**src/rtl/i2cpw_pkg.sv**
```systemverilog
package i2cpw_pkg;
  typedef enum logic [2:0] {
    ST_IDLE  = 3'd0,
    ST_SLA   = 3'd1,
    ST_WADDR = 3'd2,
    ST_DATA  = 3'd3,
    ST_DROP  = 3'd4
  } frame_st_e;
endpackage

```
**src/rtl/i2cpw_frame_fsm.sv**
```systemverilog
module i2cpw_frame_fsm
  import i2cpw_pkg::*;
#(
  parameter logic [6:0] DEV_ADDR   = 7'h50,
  parameter int         PAGE_BYTES = 8,
  parameter int         WADDR_W    = 8,
  localparam int        OFF_W      = $clog2(PAGE_BYTES),
  localparam int        HI_W       = WADDR_W - OFF_W
) (
  input  logic             clk,
  input  logic             rst_n,
  input  logic             bus_start,
  input  logic             bus_stop,
  input  logic             rx_valid,
  input  logic [7:0]       rx_byte,
  input  logic             nvm_busy,
  output logic             ack_valid,
  output logic             ack_assert,
  output logic             buf_clr,
  output logic             buf_wr,
  output logic [OFF_W-1:0] buf_off,
  output logic [HI_W-1:0]  page_hi,
  output logic             commit_fire
);
  localparam int CNT_W = OFF_W + 1;
  localparam logic [CNT_W-1:0] CNT_FULL = CNT_W'(PAGE_BYTES);

  frame_st_e        st_q, st_d;
  logic [OFF_W-1:0] off_q, off_d;
  logic [CNT_W-1:0] cnt_q, cnt_d;
  logic [HI_W-1:0]  hi_q, hi_d;
  logic             av_d, aa_d;
  logic             live;

  assign live = !nvm_busy;

  always_comb begin
    st_d        = st_q;
    off_d       = off_q;
    cnt_d       = cnt_q;
    hi_d        = hi_q;
    av_d        = 1'b0;
    aa_d        = 1'b0;
    buf_clr     = 1'b0;
    buf_wr      = 1'b0;
    commit_fire = 1'b0;
    if (live) begin
      if (bus_stop) begin
        commit_fire = (st_q == ST_DATA) && (cnt_q != '0);
        st_d        = ST_IDLE;
      end else if (bus_start) begin
        st_d    = ST_SLA;
        cnt_d   = '0;
        buf_clr = 1'b1;
      end else if (rx_valid) begin
        unique case (st_q)
          ST_SLA: begin
            av_d = 1'b1;
            if (rx_byte[7:1] == DEV_ADDR && !rx_byte[0]) begin
              aa_d = 1'b1;
              st_d = ST_WADDR;
            end else begin
              st_d = ST_IDLE;
            end
          end
          ST_WADDR: begin
            av_d  = 1'b1;
            aa_d  = 1'b1;
            hi_d  = rx_byte[WADDR_W-1:OFF_W];
            off_d = rx_byte[OFF_W-1:0];
            st_d  = ST_DATA;
          end
          ST_DATA: begin
            av_d = 1'b1;
            if (cnt_q < CNT_FULL) begin
              aa_d   = 1'b1;
              buf_wr = 1'b1;
              off_d  = off_q + OFF_W'(1);
              cnt_d  = cnt_q + CNT_W'(1);
            end else begin
              st_d = ST_DROP;
            end
          end
          ST_DROP: av_d = 1'b1;
          default: ;
        endcase
      end
    end
  end

  assign buf_off = off_q;
  assign page_hi = hi_q;

  always_ff @(posedge clk or negedge rst_n) begin
    if (!rst_n) begin
      st_q       <= ST_IDLE;
      off_q      <= '0;
      cnt_q      <= '0;
      hi_q       <= '0;
      ack_valid  <= 1'b0;
      ack_assert <= 1'b0;
    end else begin
      st_q       <= st_d;
      off_q      <= off_d;
      cnt_q      <= cnt_d;
      hi_q       <= hi_d;
      ack_valid  <= av_d;
      ack_assert <= aa_d;
    end
  end
endmodule

```
**src/rtl/i2cpw_page_buf.sv**
```systemverilog
module i2cpw_page_buf #(
  parameter int  PAGE_BYTES = 8,
  localparam int OFF_W      = $clog2(PAGE_BYTES)
) (
  input  logic                    clk,
  input  logic                    rst_n,
  input  logic                    clr,
  input  logic                    wr,
  input  logic [OFF_W-1:0]        off,
  input  logic [7:0]              wdata,
  output logic [PAGE_BYTES-1:0]   mask,
  output logic [PAGE_BYTES*8-1:0] data
);
  for (genvar i = 0; i < PAGE_BYTES; i++) begin : g_lane
    logic hit;
    assign hit = wr && (off == OFF_W'(i));
    always_ff @(posedge clk or negedge rst_n) begin
      if (!rst_n) begin
        mask[i]        <= 1'b0;
        data[8*i +: 8] <= '0;
      end else if (clr) begin
        mask[i]        <= 1'b0;
        data[8*i +: 8] <= '0;
      end else if (hit) begin
        mask[i]        <= 1'b1;
        data[8*i +: 8] <= wdata;
      end
    end
  end
endmodule

```
**src/rtl/i2cpw_commit_stage.sv**
```systemverilog
module i2cpw_commit_stage #(
  parameter int  PAGE_BYTES = 8,
  parameter int  WADDR_W    = 8,
  localparam int OFF_W      = $clog2(PAGE_BYTES),
  localparam int HI_W       = WADDR_W - OFF_W
) (
  input  logic                    clk,
  input  logic                    rst_n,
  input  logic                    fire,
  input  logic [HI_W-1:0]         page_hi,
  input  logic [PAGE_BYTES-1:0]   buf_mask,
  input  logic [PAGE_BYTES*8-1:0] buf_data,
  output logic                    commit_valid,
  output logic [WADDR_W-1:0]      commit_base,
  output logic [PAGE_BYTES-1:0]   commit_mask,
  output logic [PAGE_BYTES*8-1:0] commit_data
);
  always_ff @(posedge clk or negedge rst_n) begin
    if (!rst_n) begin
      commit_valid <= 1'b0;
      commit_base  <= '0;
      commit_mask  <= '0;
      commit_data  <= '0;
    end else begin
      commit_valid <= fire;
      if (fire) begin
        commit_base <= {page_hi, {OFF_W{1'b0}}};
        commit_mask <= buf_mask;
        commit_data <= buf_data;
      end
    end
  end
endmodule

```
**src/rtl/i2c_page_write_rx.sv**
```systemverilog
module i2c_page_write_rx #(
  parameter logic [6:0] DEV_ADDR   = 7'h50,
  parameter int         PAGE_BYTES = 8,
  parameter int         WADDR_W    = 8
) (
  input  logic                    clk,
  input  logic                    rst_n,
  input  logic                    bus_start,
  input  logic                    bus_stop,
  input  logic                    rx_valid,
  input  logic [7:0]              rx_byte,
  input  logic                    nvm_busy,
  output logic                    ack_valid,
  output logic                    ack_assert,
  output logic                    commit_valid,
  output logic [WADDR_W-1:0]      commit_base,
  output logic [PAGE_BYTES-1:0]   commit_mask,
  output logic [PAGE_BYTES*8-1:0] commit_data
);
  localparam int OFF_W = $clog2(PAGE_BYTES);
  localparam int HI_W  = WADDR_W - OFF_W;

  logic                    buf_clr, buf_wr, fire;
  logic [OFF_W-1:0]        buf_off;
  logic [HI_W-1:0]         page_hi;
  logic [PAGE_BYTES-1:0]   buf_mask;
  logic [PAGE_BYTES*8-1:0] buf_data;

  i2cpw_frame_fsm #(
    .DEV_ADDR(DEV_ADDR), .PAGE_BYTES(PAGE_BYTES), .WADDR_W(WADDR_W)
  ) u_fsm (
    .clk(clk), .rst_n(rst_n), .bus_start(bus_start), .bus_stop(bus_stop),
    .rx_valid(rx_valid), .rx_byte(rx_byte), .nvm_busy(nvm_busy),
    .ack_valid(ack_valid), .ack_assert(ack_assert), .buf_clr(buf_clr),
    .buf_wr(buf_wr), .buf_off(buf_off), .page_hi(page_hi), .commit_fire(fire)
  );

  i2cpw_page_buf #(.PAGE_BYTES(PAGE_BYTES)) u_buf (
    .clk(clk), .rst_n(rst_n), .clr(buf_clr), .wr(buf_wr), .off(buf_off),
    .wdata(rx_byte), .mask(buf_mask), .data(buf_data)
  );

  i2cpw_commit_stage #(.PAGE_BYTES(PAGE_BYTES), .WADDR_W(WADDR_W)) u_commit (
    .clk(clk), .rst_n(rst_n), .fire(fire), .page_hi(page_hi),
    .buf_mask(buf_mask), .buf_data(buf_data), .commit_valid(commit_valid),
    .commit_base(commit_base), .commit_mask(commit_mask), .commit_data(commit_data)
  );
endmodule

```
**config.mk**
```make
export PLATFORM = sky130hd
export DESIGN_NAME = i2c_page_write_rx
export DESIGN_NICKNAME = d
export VERILOG_FILES = /design/src/rtl/i2cpw_pkg.sv /design/src/rtl/i2cpw_frame_fsm.sv /design/src/rtl/i2cpw_page_buf.sv /design/src/rtl/i2cpw_commit_stage.sv /design/src/rtl/i2c_page_write_rx.sv
export SDC_FILE = /design/constraint.sdc
export NUM_CORES = 1
export LEC_CHECK = 0
export BUFFER_PORTS_ARGS = -buffer_cell sky130_fd_sc_hd__buf_4
export CAP_MARGIN = 20
export CORE_ASPECT_RATIO = 0.8
export CORE_MARGIN = 1
export CORE_UTILIZATION = 45
export CTS_CLUSTER_SIZE = 8
export DETAILED_ROUTE_END_ITERATION = 8
export PLACE_DENSITY = 0.76
export SLEW_MARGIN = 20
export SYNTH_ARGS = -nofsm -noshare
export SYNTH_HDL_FRONTEND = slang
export SYNTH_SLANG_ARGS = --single-unit
```
**constraint.sdc**
```tcl
create_clock -name clk -period 2.67 [get_ports clk]
set_input_delay 0 -clock clk [delete_from_list [all_inputs] [get_ports clk]]
set_output_delay 0 -clock clk [all_outputs]
set_load 0.01 [all_outputs]
```
==> results of run 1 <==
-- per-stage QoR --
step / area, µm² / power, mW / util [%] / setup WS, ps / hold slack [ps]
2_1_floorplan: 6650 / 2.65 / - / 891 / -296
3_3_place_gp: 7500 / 2.74 / 52.3 / 808 / 71.2
3_5_place_dp: 7500 / 2.75 / 52.3 / 705 / 84.9
4_1_cts: 8230 / 5.10 / 57.4 / 176 / 203
5_1_grt: 8230 / 5.24 / 57.4 / 55.4 / 253
6_report: 8230 / 5.06 / 57.4 / 96.5 / 159
-- worst paths after layout --
path,startpoint,endpoint,slack [ps],cells past startpoint
worst min-delay path,rst_n,u_commit.commit_data[59],160,2
max in group asynchronous,rst_n,u_buf.data[8],1670,3
worst max-delay path,rx_byte[1],u_fsm.ack_assert,100,8
worst max register to register,u_fsm.st_q[0],u_fsm.ack_assert,580,4
min in group clk,rx_byte[5],u_fsm.page_hi[2],380,3
worst min register to register,u_fsm.page_hi[0],u_commit.commit_base[3],500,1
-- layer usage --
layer  wire length [µm]  up-vias
li1                   -     2067
met5                  0        -
met2               6830      141
met1               6640     2272
met3                874       20
met4                231        0
-- worst max-delay path: cells and delay by family --
family                 cells  cell delay, ps
AOI/OAI and AO/OA          1             420
and+or+nand+nor            3             640
buffers and inverters      4            1890
-- state kept, by name, indices dropped and copies added (netlist names), 3 cells and up --
name and flops:
u_fsm.cnt_q 4, u_commit.commit_mask 8, u_fsm.st_q 3, u_commit.commit_data 64, u_commit.commit_base 5, u_buf.mask 8, u_fsm.buf_off 3, u_buf.data 64
u_fsm.page_hi 5
-- area by class of cell --
| class | count | area [µm²] | area share, % |
|---|---|---|---|
| Sequential cell | 167 | 4180 | 50.8 |
| Multi-Input combinational cell | 309 | 2250 | 27.3 |
| Timing Repair Buffer | 118 | 957 | 11.6 |
| Clock buffer | 18 | 439 | 5.34 |
| Tap cell | 184 | 230 | 2.80 |
| Clock inverter | 14 | 125 | 1.52 |
| Inverter | 14 | 52.6 | 0.638 |
-- cells in the final DEF, fill, tap and decap left out, types with 5 or more instances in the layout --
cell / instances
a21oi_1: 9
buf_4: 98
clkbuf_16: 17
clkinv_2: 5
dfrtp_1: 167
dlygate4sd3_1: 17
ha_1: 8
inv_1: 14
mux2_2: 83
nand2_1: 15
nand3_1: 68
nor2_1: 11
o21ai_0: 68
-- report_power, final --
| group | total [mW] | internal, mW | switching, mW | leakage (nW) |
|---|---|---|---|---|
| clock | 2.34 | 1.31 | 1.02 | 0.278 |
| combinational | 0.178 | 0.0503 | 0.127 | 1.51 |
| sequential | 2.54 | 2.53 | 0.00892 | 2.33 |
| total | 5.06 | 3.90 | 1.16 | 4.12 |
-- cells by family (layout without fill, tap and decap cells) --
| group | after synthesis | in the layout | share of synthesized area (%) |
|---|---|---|---|
| adders and majority gates | 8 | 8 | 1.51 |
| muxes | 84 | 84 | 14.2 |
| and+or+nand+nor | 127 | 127 | 10.6 |
| AOI/OAI and AO/OA | 86 | 86 | 7.02 |
| DFF | 167 | 167 | 62.9 |
| xor gates and xnor gates | 1 | 1 | 0.132 |
| buffers and inverters | 49 | 164 | 3.54 |
| other | 1 | 3 | 0.0564 |
==> results.json, run 1 <==
{
  "ys_types": 43,
  "yosysTopAreaCell": "dfrtp_1",
  "dr.pass1.iters": 4,
  "synth_top_area_share_pct": 62.9,
  "grt_max_degree": 82,
  "crit_fanout": 3,
  "gr-total-overflow": 0,
  "synthTopCellsByCount": "dfrtp_1 (167), mux2_2 (83), nand3_1 (68), o21ai_0 (68)",
  "slew_headroom_pct": 50.5,
  "hpwl_um": 9450,
  "rsz0062_at_grt": "no",
  "synth_seq_cells": 167,
  "yosysMostFrequentCell": "dfrtp_1",
  "status": "complete, no violations",
  "ys.warnings.count": 0,
  "vias_per_cell": 5.46,
  "netlist_instances": 523,
  "die_h_um": 111,
  "hold_buffers": 17,
  "final_cells": 824,
  "peakVddDrop_mv": 0.466,
  "path_cells": "dlygate4sd3_1, buf_4, nor4_1, dlygate4sd3_1, nand2_1, or3_1, a2111oi_0, dlygate4sd3_1",
  "path_clk_slew_ps": 70,
  "grtUsageMet3_pct": 7.59,
  "drive_above_1_share_pct": 35.2,
  "critPathMaxStageDelay_ps": 610,
  "synth-seq-area-share_pct": 62.9,
  "top_usage_layer": "met2",
  "grt_pass1_vias": 4574,
  "core_um2": 14300,
  "port_buffers": 93,
  "track_usage_pct": 20.7,
  "skew_ps": 9.56,
  "htreeDepth": 4,
  "layout.nets": 649,
  "dpl.cell_count": 775,
  "start_util_pct": 46.3,
  "grt_pass1_wl_um": 23800,
  "antenna_found_initial": 0,
  "root_buffer": "clkbuf_16",
  "clock_path_buffers": 2,
  "tightest_slew_ps": 742,
  "p_leak_nw": 4.12,
  "dieWidth_um": 138,
  "final.setup.tns_ps": 0,
  "fillers": 1147,
  "endpoint_kind": "flip-flop",
  "critPathKind": "in2reg",
  "async_flop_share_pct": 100,
  "clk_latency_ps": 430,
  "cts_resized": 0,
  "min_path_type": "in2async",
  "dr.first_iter.drc_count": 256,
  "maxCapViolCount": 0,
  "ys.flop_type": "dfrtp_1",
  "start_kind": "input pin",
  "use_met2_pct": 31.4,
  "clock-sinks": 167,
  "area_growth_pct": 23.9,
  "route.detailed.drc": 0,
  "synth.avg_cell_area_um2": 12.7,
  "clock.fmax_ghz": 0.389,
  "p_per_area_nw_per_um2": 614,
  "die_area_um2": 15300,
  "io_pins": 97,
  "wl_per_cell_um": 17.7,
  "hold_viol": 0,
  "insertedDiodeCount": 0,
  "fin_crit_ps": 2570,
  "post_cts_buffers": 0,
  "wl_um": 14600,
  "vias": 4500,
  "cp.arrival_ps": 2940,
  "global_route.usage.met1_pct": 27.9,
  "required_ps": 3040,
  "cts_buffers": 17,
  "setup_viol": 0,
  "worst_path_max_delay_cell": "dlygate4sd3_1",
  "gp_congestion": 0.874,
  "netlist_top_cells_area": "dfrtp_1 (63%), mux2_2 (14%), nand3_1 (5.1%)",
  "crit_path_frequent_cell": "dlygate4sd3_1",
  "synth_edf_count": 0,
  "min_period_over_period_pct": 96.4,
  "fp-row-count": 39,
  "drt.antenna.violating_nets": 0,
  "cts_tree": "built",
  "slew_viol_final": 0,
  "synthesis.area_um2": 6640
}
Power figures use the tool's default switching activity.
==> inputs of run 2 (changes only) <==
--- a/config.mk
+++ b/config.mk
@@ -13,6 +13,7 @@
 export CTS_CLUSTER_SIZE = 8
 export DETAILED_ROUTE_END_ITERATION = 8
 export PLACE_DENSITY = 0.76
+export REMOVE_ABC_BUFFERS = 1
 export SLEW_MARGIN = 20
 export SYNTH_ARGS = -nofsm -noshare
 export SYNTH_HDL_FRONTEND = slang
==> run 2 against run 1 <==
Net effect: core utilization about the same; largest power group unchanged; sequential share of layout area hardly changed; total power increased by 0.45%; register-to-register slack got worse by 120 ps; worst setup slack improved by 320 ps; critical path depth fell by 1; critical path type unchanged; flip-flop and latch count unchanged.
==> results.json, run 2 (same netlist as run 1, synthesis figures left out) <==
{
  "status": "complete, no violations",
  "clk_latency_ps": 410,
  "dr.pass1.iters": 4,
  "grt_pass1_wl_um": 23900,
  "required_ps": 3020,
  "hpwl_um": 9570,
  "clock.fmax_ghz": 0.445,
  "route.detailed.drc": 0,
  "r2r_slack_ps": 460,
  "p_per_area_nw_per_um2": 617,
  "critPathMaxStageDelay_ps": 620,
  "ff_latch_area_um2": 4180,
  "grt_pass1_vias": 4569,
  "startpoint": "rx_byte[3]",
  "slew_viol_final": 0,
  "intPower_mw": 4.01,
  "maxCapViolCount": 0,
  "htreeDepth": 4,
  "swShare_pct": 21.0,
  "dpl.cell_count": 776,
  "cp.arrival_ps": 2600,
  "final.setup.tns_ps": 0,
  "p_leak_nw": 4.12,
  "start_kind": "input pin",
  "tightest_slew_ps": 837,
  "cts_resized": 0,
  "clkPwrFrac_pct": 46.6,
  "path_cells": "dlygate4sd3_1, buf_4, nor4bb_1, nand2_1, or3_1, a2111oi_0, dlygate4sd3_1",
  "insertedDiodeCount": 0,
  "wl_met2_um": 7180,
  "track_usage_pct": 20.6,
  "fp-row-count": 39,
  "regToRegStartpoint": "u_fsm.st_q[0]",
  "rsz0062_at_grt": "no",
  "gr-total-overflow": 0,
  "hold-worst-slack_ps": 24.7,
  "r2r_cells": 4,
  "p_sw_mw": 1.07,
  "power.total_mw": 5.08,
  "endpoint_kind": "flip-flop",
  "cts_tree": "built",
  "reg.largest.list": "u_buf.data x64, u_commit.commit_data x64",
  "fillers": 1157,
  "crit_path_frequent_cell": "dlygate4sd3_1",
  "grt_max_degree": 69,
  "path_depth": 7,
  "vias_per_cell": 5.37,
  "combPwrFrac_pct": 3.3,
  "drive_above_1_share_pct": 34.9,
  "crit_buf_inv": 3,
  "reg2reg_to": "u_fsm.ack_assert",
  "layout.nets": 649,
  "die_area_um2": 15300,
  "pwr-share-seq_pct": 50.1,
  "core_um2": 14300,
  "dr.first_iter.drc_count": 268,
  "min_path_type": "in2reg",
  "drt.antenna.violating_nets": 0,
  "wl_um": 14500,
  "critPathKind": "in2reg",
  "endpoint": "u_fsm.ack_assert",
  "critical_path.top_delay_family": "buffers and inverters",
  "min_period_over_period_pct": 84.2,
  "root_buffer": "clkbuf_16",
  "antenna_found_initial": 0,
  "die_h_um": 111,
  "wirelength_met1_um": 6370,
  "clock-sinks": 167,
  "fin_crit_ps": 2250,
  "cts_buffers": 17,
  "dieWidth_um": 138,
  "wl_per_cell_um": 17.7,
  "worst_path_max_delay_cell": "dlygate4sd3_1",
  "vias": 4405,
  "multi_input_comb_area_um2": 2250,
  "wl_met3_um": 904,
  "final_cell_mix": "dfrtp_1 (167), buf_4 (99), mux2_2 (83), nand3_1 (68), o21ai_0 (68)",
  "peakVddDrop_mv": 0.429,
  "final_cells": 820,
  "routed.top_layer": "met4",
  "layout_commonest_cell": "dfrtp_1",
  "clock_path_buffers": 2,
  "start_util_pct": 46.3,
  "hold_viol": 0,
  "setup_viol": 0,
  "slew_headroom_pct": 44.0,
  "area_growth_pct": 23.9,
  "crit_fanout": 3,
  "io_pins": 97,
  "skew_ps": 6.20,
  "path_clk_slew_ps": 60,
  "port_buffers": 93,
  "gp_congestion": 0.791
}
run 2: repair_timing:
item	in CTS	in global routing
buffers inserted	0	0
endpoints found under the hold margin	76	0
hold buffers	16	0
run 2: worst min-delay path by stage:
stage	cells past startpoint	start	to	slack [ps]
4_1_cts	3	bus_stop	u_fsm.ack_valid	20
6_report	4	bus_stop	u_fsm.cnt_q[1]	20
5_1_grt	3	bus_stop	u_fsm.ack_valid	40
2_1_floorplan	0	rst_n	u_buf.data[0]	-300
3_5_place_dp	1	rst_n	u_commit.commit_data[41]	30
3_3_place_gp	1	rst_n	u_commit.commit_data[41]	20
run 2: through the flow:
step / cell area (µm²) / setup WS (ps) / util (%)
2_1_floorplan: 6470 / -1720 / -
3_3_place_gp: 7500 / 808 / 52.3
3_5_place_dp: 7500 / 713 / 52.3
4_1_cts: 8230 / 489 / 57.4
5_1_grt: 8230 / 367 / 57.4
6_report: 8230 / 421 / 57.4
run 2: power groups by stage:
stage | Clock [mW] | Combinational, mW | Sequential, mW
after floorplan | 0 | 0.0465 | 2.59
after global placement | 0 | 0.144 | 2.59
after detailed placement | 0 | 0.151 | 2.59
after CTS | 2.42 | 0.170 | 2.54
after global routing | 2.53 | 0.188 | 2.54
final | 2.37 | 0.167 | 2.54
run 2: layout make-up:
cell class | count | share of cell area, %
timing repair buffer | 118 | 11.6
inverter | 14 | 0.638
multi-input combinational | 309 | 27.3
clock buffer | 20 | 5.67
tap | 184 | 2.80
clock inverter | 8 | 1.23
sequential | 167 | 50.8
run 2: metal layers:
| layer | vias up | global-route usage, % |
|---|---|---|
| met3 | 4 | 5.44 |
| met1 | 2230 | 27.5 |
| met4 | 0 | 5.29 |
| li1 | 2053 | - |
| met2 | 118 | 33.1 |
| met5 | - | 0 |
run 2: worst reg2reg max path, stage by stage (launching register included):
cell and delay (ps):
dfrtp_1 530, inv_1 110, or3_1 380, a2111oi_0 510, dlygate4sd3_1 620
